$ cat config.mk
export PLATFORM = sky130hd
export DESIGN_NAME = irqm_moderator
export DESIGN_NICKNAME = d
export VERILOG_FILES = /design/src/rtl/irqm_pkg.sv /design/src/rtl/irqm_countdown.sv /design/src/rtl/irqm_flags.sv /design/src/rtl/irqm_moderator.sv
export SDC_FILE = /design/constraint.sdc
export NUM_CORES = 1
export LEC_CHECK = 0
export ABC_AREA = 1
export BUFFER_PORTS_ARGS = -buffer_cell sky130_fd_sc_hd__buf_2
export CAP_MARGIN = 20
export CORE_UTILIZATION = 40
export CTS_BUF_LIST = sky130_fd_sc_hd__clkbuf_8
export DETAILED_ROUTE_END_ITERATION = 8
export PLACE_DENSITY_LB_ADDON = 0.3
export SETUP_SLACK_MARGIN = 0.05
export SYNTH_ARGS = -nofsm -noshare
export SYNTH_HDL_FRONTEND = slang
export SYNTH_SLANG_ARGS = --single-unit
$ cat constraint.sdc
create_clock -name clk -period 2 [get_ports clk]
set_clock_uncertainty 0.2 [all_clocks]
set_input_delay 0.4 -clock clk [delete_from_list [all_inputs] [get_ports clk]]
set_output_delay 0.4 -clock clk [all_outputs]
set_load 0.01 [all_outputs]
$ cat src/rtl/irqm_pkg.sv
package irqm_pkg;

  localparam int REG_W = 32;

  typedef enum logic [1:0] {
    RA_CTRL = 2'd0,
    RA_MOD  = 2'd1,
    RA_DEQ  = 2'd2,
    RA_NONE = 2'd3
  } reg_addr_e;

  // Saturating step of the moderation counter: one unit per tick, floor at 0.
  function automatic logic [REG_W-1:0] cnt_step(input logic [REG_W-1:0] cur,
                                                 input logic tk);
    if (tk && (cur != '0)) return cur - 1'b1;
    return cur;
  endfunction

  // Moderation word: interval in the low half, live counter in the high half.
  function automatic logic [REG_W-1:0] mod_pack(input logic [REG_W-1:0] ivl,
                                                 input logic [REG_W-1:0] cnt,
                                                 input int half);
    logic [REG_W-1:0] mask;
    mask = (REG_W'(1) << half) - 1'b1;
    return ((cnt & mask) << half) | (ivl & mask);
  endfunction

endpackage

$ cat src/rtl/irqm_countdown.sv
module irqm_countdown import irqm_pkg::*; #(
  parameter int CNT_W = 16
) (
  input  logic             clk,
  input  logic             rst_n,
  input  logic             tick_i,
  input  logic             load_i,
  input  logic [CNT_W-1:0] load_val_i,
  input  logic             wr_i,
  input  logic [CNT_W-1:0] wr_val_i,
  output logic [CNT_W-1:0] cnt_o,
  output logic             zero_o
);

  logic [CNT_W-1:0] cnt_q;

  always_ff @(posedge clk or negedge rst_n) begin
    if (!rst_n)      cnt_q <= '0;
    else if (load_i) cnt_q <= load_val_i;
    else if (wr_i)   cnt_q <= wr_val_i;
    else             cnt_q <= CNT_W'(cnt_step(REG_W'(cnt_q), tick_i));
  end

  assign cnt_o  = cnt_q;
  assign zero_o = (cnt_q == '0);

  // one unit down per tick while running
  a_r6_cnt_step: assert property (@(posedge clk) disable iff (!rst_n)
    (tick_i && !load_i && !wr_i && cnt_q != '0) |=> (cnt_q == $past(cnt_q) - 1'b1));

  // an expired counter stays expired until reloaded
  a_r6_hold_zero: assert property (@(posedge clk) disable iff (!rst_n)
    (!load_i && !wr_i && cnt_q == '0) |=> (cnt_q == '0));

  // no tick, no movement
  a_r6_no_tick_hold: assert property (@(posedge clk) disable iff (!rst_n)
    (!tick_i && !load_i && !wr_i) |=> $stable(cnt_q));

endmodule

$ cat src/rtl/irqm_flags.sv
module irqm_flags (
  input  logic clk,
  input  logic rst_n,
  input  logic evt_i,
  input  logic cnt_zero_i,
  input  logic pend_clr_i,
  input  logic busy_clr_i,
  output logic pend_o,
  output logic busy_o,
  output logic fire_o
);

  logic pend_q, busy_q, outst_q;
  logic fire;

  assign fire = cnt_zero_i && outst_q && !busy_q;

  always_ff @(posedge clk or negedge rst_n) begin
    if (!rst_n) begin
      pend_q  <= 1'b0;
      busy_q  <= 1'b0;
      outst_q <= 1'b0;
    end else begin
      if (fire)            pend_q <= 1'b1;
      else if (pend_clr_i) pend_q <= 1'b0;
      if (fire)            busy_q <= 1'b1;
      else if (busy_clr_i) busy_q <= 1'b0;
      outst_q <= evt_i || (outst_q && !fire);
    end
  end

  assign pend_o = pend_q;
  assign busy_o = busy_q;
  assign fire_o = fire;

  // a firing sets both pending and handler-busy
  a_r5_fire_sets: assert property (@(posedge clk) disable iff (!rst_n)
    fire |=> (pend_q && busy_q));

  // pending only rises after an expired counter with work waiting
  a_r5_pend_cause: assert property (@(posedge clk) disable iff (!rst_n)
    $rose(pend_q) |-> $past(cnt_zero_i && outst_q));

  // busy stays set until software clears it
  a_r8_busy_holds: assert property (@(posedge clk) disable iff (!rst_n)
    (busy_q && !busy_clr_i) |=> busy_q);

  // an event strobe is never dropped
  a_r10_evt_kept: assert property (@(posedge clk) disable iff (!rst_n)
    evt_i |=> outst_q);

  // firing beats a same-cycle clear
  a_r11_fire_wins: assert property (@(posedge clk) disable iff (!rst_n)
    (fire && pend_clr_i) |=> pend_q);

endmodule

$ cat src/rtl/irqm_moderator.sv
module irqm_moderator import irqm_pkg::*; #(
  parameter int IVL_W   = 16,
  parameter int SEG_W   = 3,
  parameter int DEF_IVL = 4000
) (
  input  logic        clk,
  input  logic        rst_n,
  input  logic        evt_post,
  input  logic        tick,
  input  logic        glb_irq_en,
  input  logic        reg_wr,
  input  logic [1:0]  reg_addr,
  input  logic [31:0] reg_wdata,
  output logic [31:0] reg_rdata,
  output logic        irq_req
);

  localparam int BUSY_BIT = SEG_W;
  localparam int DHI_LO   = SEG_W + 1;
  localparam int CNT_LO   = IVL_W;
  localparam int CNT_HI   = 2 * IVL_W - 1;

  logic wr_ctrl, wr_mod, wr_deq;
  logic en_q;
  logic [REG_W-1:2]      chi_q;
  logic [IVL_W-1:0]      ivl_q;
  logic [SEG_W-1:0]      seg_q;
  logic [REG_W-1:DHI_LO] dhi_q;
  logic [IVL_W-1:0]      cnt;
  logic cnt_zero, pend, busy, fire;

  assign wr_ctrl = reg_wr && (reg_addr == RA_CTRL);
  assign wr_mod  = reg_wr && (reg_addr == RA_MOD);
  assign wr_deq  = reg_wr && (reg_addr == RA_DEQ);

  always_ff @(posedge clk or negedge rst_n) begin
    if (!rst_n) begin
      en_q  <= 1'b0;
      chi_q <= '0;
      ivl_q <= IVL_W'(DEF_IVL);
      seg_q <= '0;
      dhi_q <= '0;
    end else begin
      if (wr_ctrl) begin
        en_q  <= reg_wdata[1];
        chi_q <= reg_wdata[REG_W-1:2];
      end
      if (wr_mod) ivl_q <= reg_wdata[IVL_W-1:0];
      if (wr_deq) begin
        seg_q <= reg_wdata[SEG_W-1:0];
        dhi_q <= reg_wdata[REG_W-1:DHI_LO];
      end
    end
  end

  irqm_countdown #(.CNT_W(IVL_W)) u_cnt (
    .clk        (clk),
    .rst_n      (rst_n),
    .tick_i     (tick),
    .load_i     (fire),
    .load_val_i (ivl_q),
    .wr_i       (wr_mod),
    .wr_val_i   (reg_wdata[CNT_HI:CNT_LO]),
    .cnt_o      (cnt),
    .zero_o     (cnt_zero)
  );

  irqm_flags u_flg (
    .clk        (clk),
    .rst_n      (rst_n),
    .evt_i      (evt_post),
    .cnt_zero_i (cnt_zero),
    .pend_clr_i (wr_ctrl && reg_wdata[0]),
    .busy_clr_i (wr_deq && reg_wdata[BUSY_BIT]),
    .pend_o     (pend),
    .busy_o     (busy),
    .fire_o     (fire)
  );

  always_comb begin
    case (reg_addr)
      RA_CTRL: reg_rdata = {chi_q, en_q, pend};
      RA_MOD:  reg_rdata = mod_pack(REG_W'(ivl_q), REG_W'(cnt), IVL_W);
      RA_DEQ:  reg_rdata = {dhi_q, busy, seg_q};
      default: reg_rdata = '0;
    endcase
  end

  assign irq_req = pend && en_q && glb_irq_en;

  // enable only moves on a control write
  a_r2_en_stable: assert property (@(posedge clk) disable iff (!rst_n)
    !wr_ctrl |=> $stable(en_q));

  // interval only moves on a moderation write
  a_r3_ivl_stable: assert property (@(posedge clk) disable iff (!rst_n)
    !wr_mod |=> $stable(ivl_q));

  // a firing reloads the counter with the interval
  a_r6_reload: assert property (@(posedge clk) disable iff (!rst_n)
    fire |=> (cnt == $past(ivl_q)));

  // no firing while handler is busy
  a_r8_busy_blocks: assert property (@(posedge clk) disable iff (!rst_n)
    busy |-> !fire);

endmodule

Word level (Yosys, flattened, before mapping). Cells that the tools add are included.

Flip-flop bits (word level): 97. Word-level logic and storage cells: 45.

$add $sub $neg: 1. Eq/ne operators: 2. Mux-type cells: 12. Bitwise logic cells: 1. Reduce and logical (&&, ||, !) cells: 20.

Operators with widths (count): $pmux W32 S3 (1); $mux W16 (4); $or A32 B16 Y32 (1); $logic_not A16 Y1 (1); $reduce_bool A16 Y1 (1); $sub A16 B1 Y16 const B (1); $logic_and A1 B1 Y1 (11); $mux W1 (7); $reduce_bool A2 Y1 (2); $reduce_bool A3 Y1 (1); $eq A2 B1 Y1 const B (1); $eq A2 B2 Y1 const B (1); $logic_not A1 Y1 (2); $logic_not A2 Y1 (1); $logic_or A1 B1 Y1 (1).

Depth between registers and ports, before layout.
Word-level depth: 8. Gate-level depth with buffers: 12. Depth with buffers taken out: 12.

Modules after synthesis. A second synthesis with hierarchy kept.

Cell total of the unflattened synthesis: 742. Area, all modules: 5597.9 µm².

Modules (own cells, without submodules): irqm_moderator (times used 1, cells an instance 498, area an instance 3948.8 µm², seq. area each 1959.4 µm²); irqm_countdown (times used 1, cells an instance 228, area an instance 1516.5 µm², seq. area each 400.4 µm²); irqm_flags (times used 1, cells an instance 16, area an instance 132.6 µm², seq. area each 75.1 µm²).

Worst setup path after synthesis. OpenSTA, ideal clock, no wires.

Path type: input to output. From: in reg_addr[1]. To: out reg_rdata[10]. Arrival time: 1.239 ns. Data required time: 1.400 ns. Setup slack: 0.161 ns. Stages: 5. Cells stage by stage: inv_1 > nand2_1 > clkbuf_1 > buf_1 > o211ai_1.

Cells in the longest elaborated chain, start to end: 2.

RTL lines: from (decl) (line irqm_moderator.sv:12) `input logic [1:0] reg_addr,`; $eq A2 B2 Y1 (tied with other cells) (line irqm_moderator.sv:81) `case (reg_addr)`; $pmux W32 S3 * (line irqm_moderator.sv:81); to (decl) (line irqm_moderator.sv:14) `output logic [31:0] reg_rdata,`.

Mark *: on every way between the ends. The rest lies on a longest branch, timed or not.

Final worst setup path.
From: reg ivl_q[10]. To: out reg_rdata[10].

Cells in the longest elaborated chain, start to end: 2.

RTL lines: from (decl) (line irqm_moderator.sv:26) `logic [IVL_W-1:0] ivl_q;`; from (signal assigned) (line irqm_moderator.sv:40) `ivl_q <= IVL_W'(DEF_IVL);`; from (signal assigned) (line irqm_moderator.sv:48) `if (wr_mod) ivl_q <= reg_wdata[IVL_W-1:0];`; $or A32 B16 Y32 (line irqm_pkg.sv:25) `return ((cnt & mask) << half) | (ivl & mask);`; $pmux W32 S3 (line irqm_moderator.sv:81).

Every way passes these cells.

==> flow_metrics.env <==
export IMPL_status="complete, no violations"
export IMPL_yosysWarnings=0
export IMPL_first_iter_violations=305
export IMPL_p_int_mw=3.63
export IMPL_cp_top_family="flip-flops"
export IMPL_period_share=0.988
export IMPL_firstDrtPassIters=5
export IMPL_wl_um=13700
export IMPL_final_cell_mix="nand2_1, dfrtp_1, o21ai_0"
export IMPL_place_gp_congestion=0.881
export IMPL_cp_buffers_inverters=2
export IMPL_synth_nets=704
export IMPL_clockPowerShare=0.209
export IMPL_ant_nets=0
export IMPL_swShare=0.382
export IMPL_layout_nets=799
export IMPL_slew_violations=0
export IMPL_max_clock_path_buffers=2
export IMPL_critPathRequiredTime_ns=1.40
export IMPL_rsz0062_at_grt="true"
export IMPL_power_frac_seq=0.458
export IMPL_start_kind="flop"
export IMPL_dp_cells=900
export IMPL_report_final_setup_viol=0
export IMPL_fp_coreArea_sq_um=12100
export IMPL_synth_area_sq_um=5020
export IMPL_synth_top_cell_area_share=0.454
export IMPL_hold_viol=0
export IMPL_r2r_cells=9
export IMPL_min_to="u_flg.outst_q"
export IMPL_cts_htree_levels=3
export IMPL_grtUsageTotal=0.224
export IMPL_ys_ff_latch=97
export IMPL_r2r_end="u_cnt.cnt_o[14]"
export IMPL_max_stage_delay_ns=0.55
export IMPL_yosysUniqueCellTypes=30
export IMPL_grt_max_degree=37
export IMPL_dp_hpwl_um=9830
export IMPL_hold_ws_ns=0.0248
export IMPL_holdPathStages=2
export IMPL_vias=4735
export IMPL_r2r_start="u_cnt.cnt_o[2]"
export IMPL_final_common_cell="nand2_1"
export IMPL_irDropWorstVdd_v=0.000507
export IMPL_period_needed_ns=1.98
export IMPL_antenna_found_initial=0
export IMPL_nFillCells=1218
export IMPL_p_leak_nw=3.12
export IMPL_numCtsBuffers=9
export IMPL_cellPowerDensity_nw_per_um2=958
export IMPL_portBuffers=72
export IMPL_max_cap_viol_count=0
export IMPL_worst_ep_arrival_time_ns=1.38
export IMPL_max_slew_margin=0.725
export IMPL_min_from="evt_post"
export IMPL_grt_pass1_wl_um=22500
export IMPL_pwr_share_comb=0.332
export IMPL_rrSetupSlack_ns=0.16
export IMPL_pin_count=73
export IMPL_die_h_um=114
export IMPL_cp_slowest_cell="dfstp_2"
export IMPL_cts_tree="done"
export IMPL_wl_per_cell_um=14.7
export IMPL_worstSetupEndpointType="output pin"
export IMPL_cts_root_buf="clkbuf_8"
export IMPL_start_util=0.414
export IMPL_vias_per_cell=5.09
export IMPL_clk_latency_ns=0.40
export IMPL_cts_sinks=97
export IMPL_power_switching_mw=2.24
export IMPL_worstSetupPathType="reg -> out"
export IMPL_p_total_mw=5.86
export IMPL_die_w_um=114
export IMPL_grt_pass1_vias=4488
export IMPL_fin_cells=930
export IMPL_netlist_instances=662
export IMPL_dieArea_sq_um=13000
export IMPL_area_growth_pct=21.9
export IMPL_synth_seq_area_share=0.485
export IMPL_rows=40
export IMPL_tightest_slew_ns=0.412
export IMPL_worstHoldPathType="in -> reg"
export IMPL_yosys_area_top_type="dfrtp_1"
export IMPL_synth_area_leaders="dfrtp_1, nand2_1, o21ai_0"
export IMPL_max_freq_mhz=506
export IMPL_avgSynthCellArea_sq_um=7.58
export IMPL_path_clk_slew_ns=0.11
export IMPL_crit_chain="inv_2, o211ai_1, buf_2"
export IMPL_cp_max_fo=2
export IMPL_diodes=0
export IMPL_overflow=0
export IMPL_final_layout_size_suffix_gt1_frac=0.243
export IMPL_drc_errors=0
-- synth_stat cells --
cell and instances:
nand2_1 251, dfrtp_1 91, o21ai_0 84, inv_1 60, nand3_1 49, nor2_1 24, clkbuf_1 21, o211ai_1 21
o21ai_1 8, dfstp_2 6, nand3b_1 5, buf_4 4, buf_6 4, nand2_2 4, nand4_1 3, nor2_2 3
o211ai_2 3, o21ai_2 3, buf_2 2, ha_1 2, inv_2 2, nand3_4 2, nor2_4 2, nor3_1 2
and2_1 1, and3_1 1, buf_1 1, clkinv_1 1, o21bai_1 1, or2_2 1
-- layer usage --
metal,track usage,part of all wire,vias to the layer above
met5,0,0,-
li1,-,-,2315
met3,0.0436,0.049,23
met2,0.354,0.48,123
met1,0.304,0.45,2274
met4,0.0883,0.022,0
-- stage by stage --
step | area, sq um | worst slack, ns | setup TNS, ns | utilization
6_report | 6120 | 0.0232 | 0 | 0.505
5_1_grt | 6120 | -0.0147 | -0.0147 | 0.505
4_1_cts | 5920 | -0.00279 | -0.00279 | 0.489
3_5_place_dp | 5720 | 0.116 | 0 | 0.472
3_3_place_gp | 5720 | 0.125 | 0 | 0.472
2_1_floorplan | 5020 | 0.161 | 0 | -
-- how the worst max path moves through the flow --
stage | startpoint | end | cells after the start
6_report | ivl_q[10] | reg_rdata[10] | 3
5_1_grt | ivl_q[10] | reg_rdata[10] | 3
4_1_cts | ivl_q[10] | reg_rdata[10] | 3
3_5_place_dp | reg_addr[1] | reg_rdata[0] | 6
3_3_place_gp | reg_addr[0] | reg_rdata[0] | 6
2_1_floorplan | reg_addr[1] | reg_rdata[10] | 5
-- power groups by stage --
stage	clock, mW	sequential [mW]	combinational (mW)
after floorplan	0	2.61	1.17
after global placement	0	2.67	1.70
after detailed placement	0	2.68	1.75
after CTS	1.25	2.64	1.78
after global routing	1.32	2.74	2.20
final	1.23	2.69	1.95
-- cell families after synthesis --
family / after synthesis / synth area share
flops: 97 / 0.485
buf+inv: 95 / 0.0805
compound gates: 120 / 0.137
fa+ha+maj: 2 / 0.00499
simple gates: 348 / 0.292
-- layout make-up --
| type | count | area (sq um) | share of cell area |
|---|---|---|---|
| Timing Repair Buffer | 116 | 798 | 0.130 |
| Tap cell | 168 | 210 | 0.0344 |
| Clock buffer | 9 | 124 | 0.0202 |
| Multi-Input combinational cell | 470 | 2250 | 0.368 |
| Clock inverter | 7 | 55.1 | 0.00900 |
| Sequential cell | 97 | 2440 | 0.399 |
| Inverter | 63 | 239 | 0.0391 |
-- registers in the layout (all words and copies together), names as in the netlist --
| signal | flops |
|---|---|
| ivl_q | 16 |
| dhi_q | 28 |
| chi_q | 30 |
| u_cnt.cnt_o | 16 |
| u_flg.busy_o | 1 |
| seg_q | 3 |
| u_flg.pend_o | 1 |
| u_flg.outst_q | 1 |
| en_q | 1 |
-- what timing repair did --
action | CTS | global route
hold buffers | 1 | 0
pin swaps | 1 | 8
setup buffers | 2 | 10
endpoints found under the setup margin | 2 | 22
endpoints found under the hold margin | 21 | 0
resized for setup | 1 | 37
cloned | 0 | 1
(Power assumes the default switching activity.)
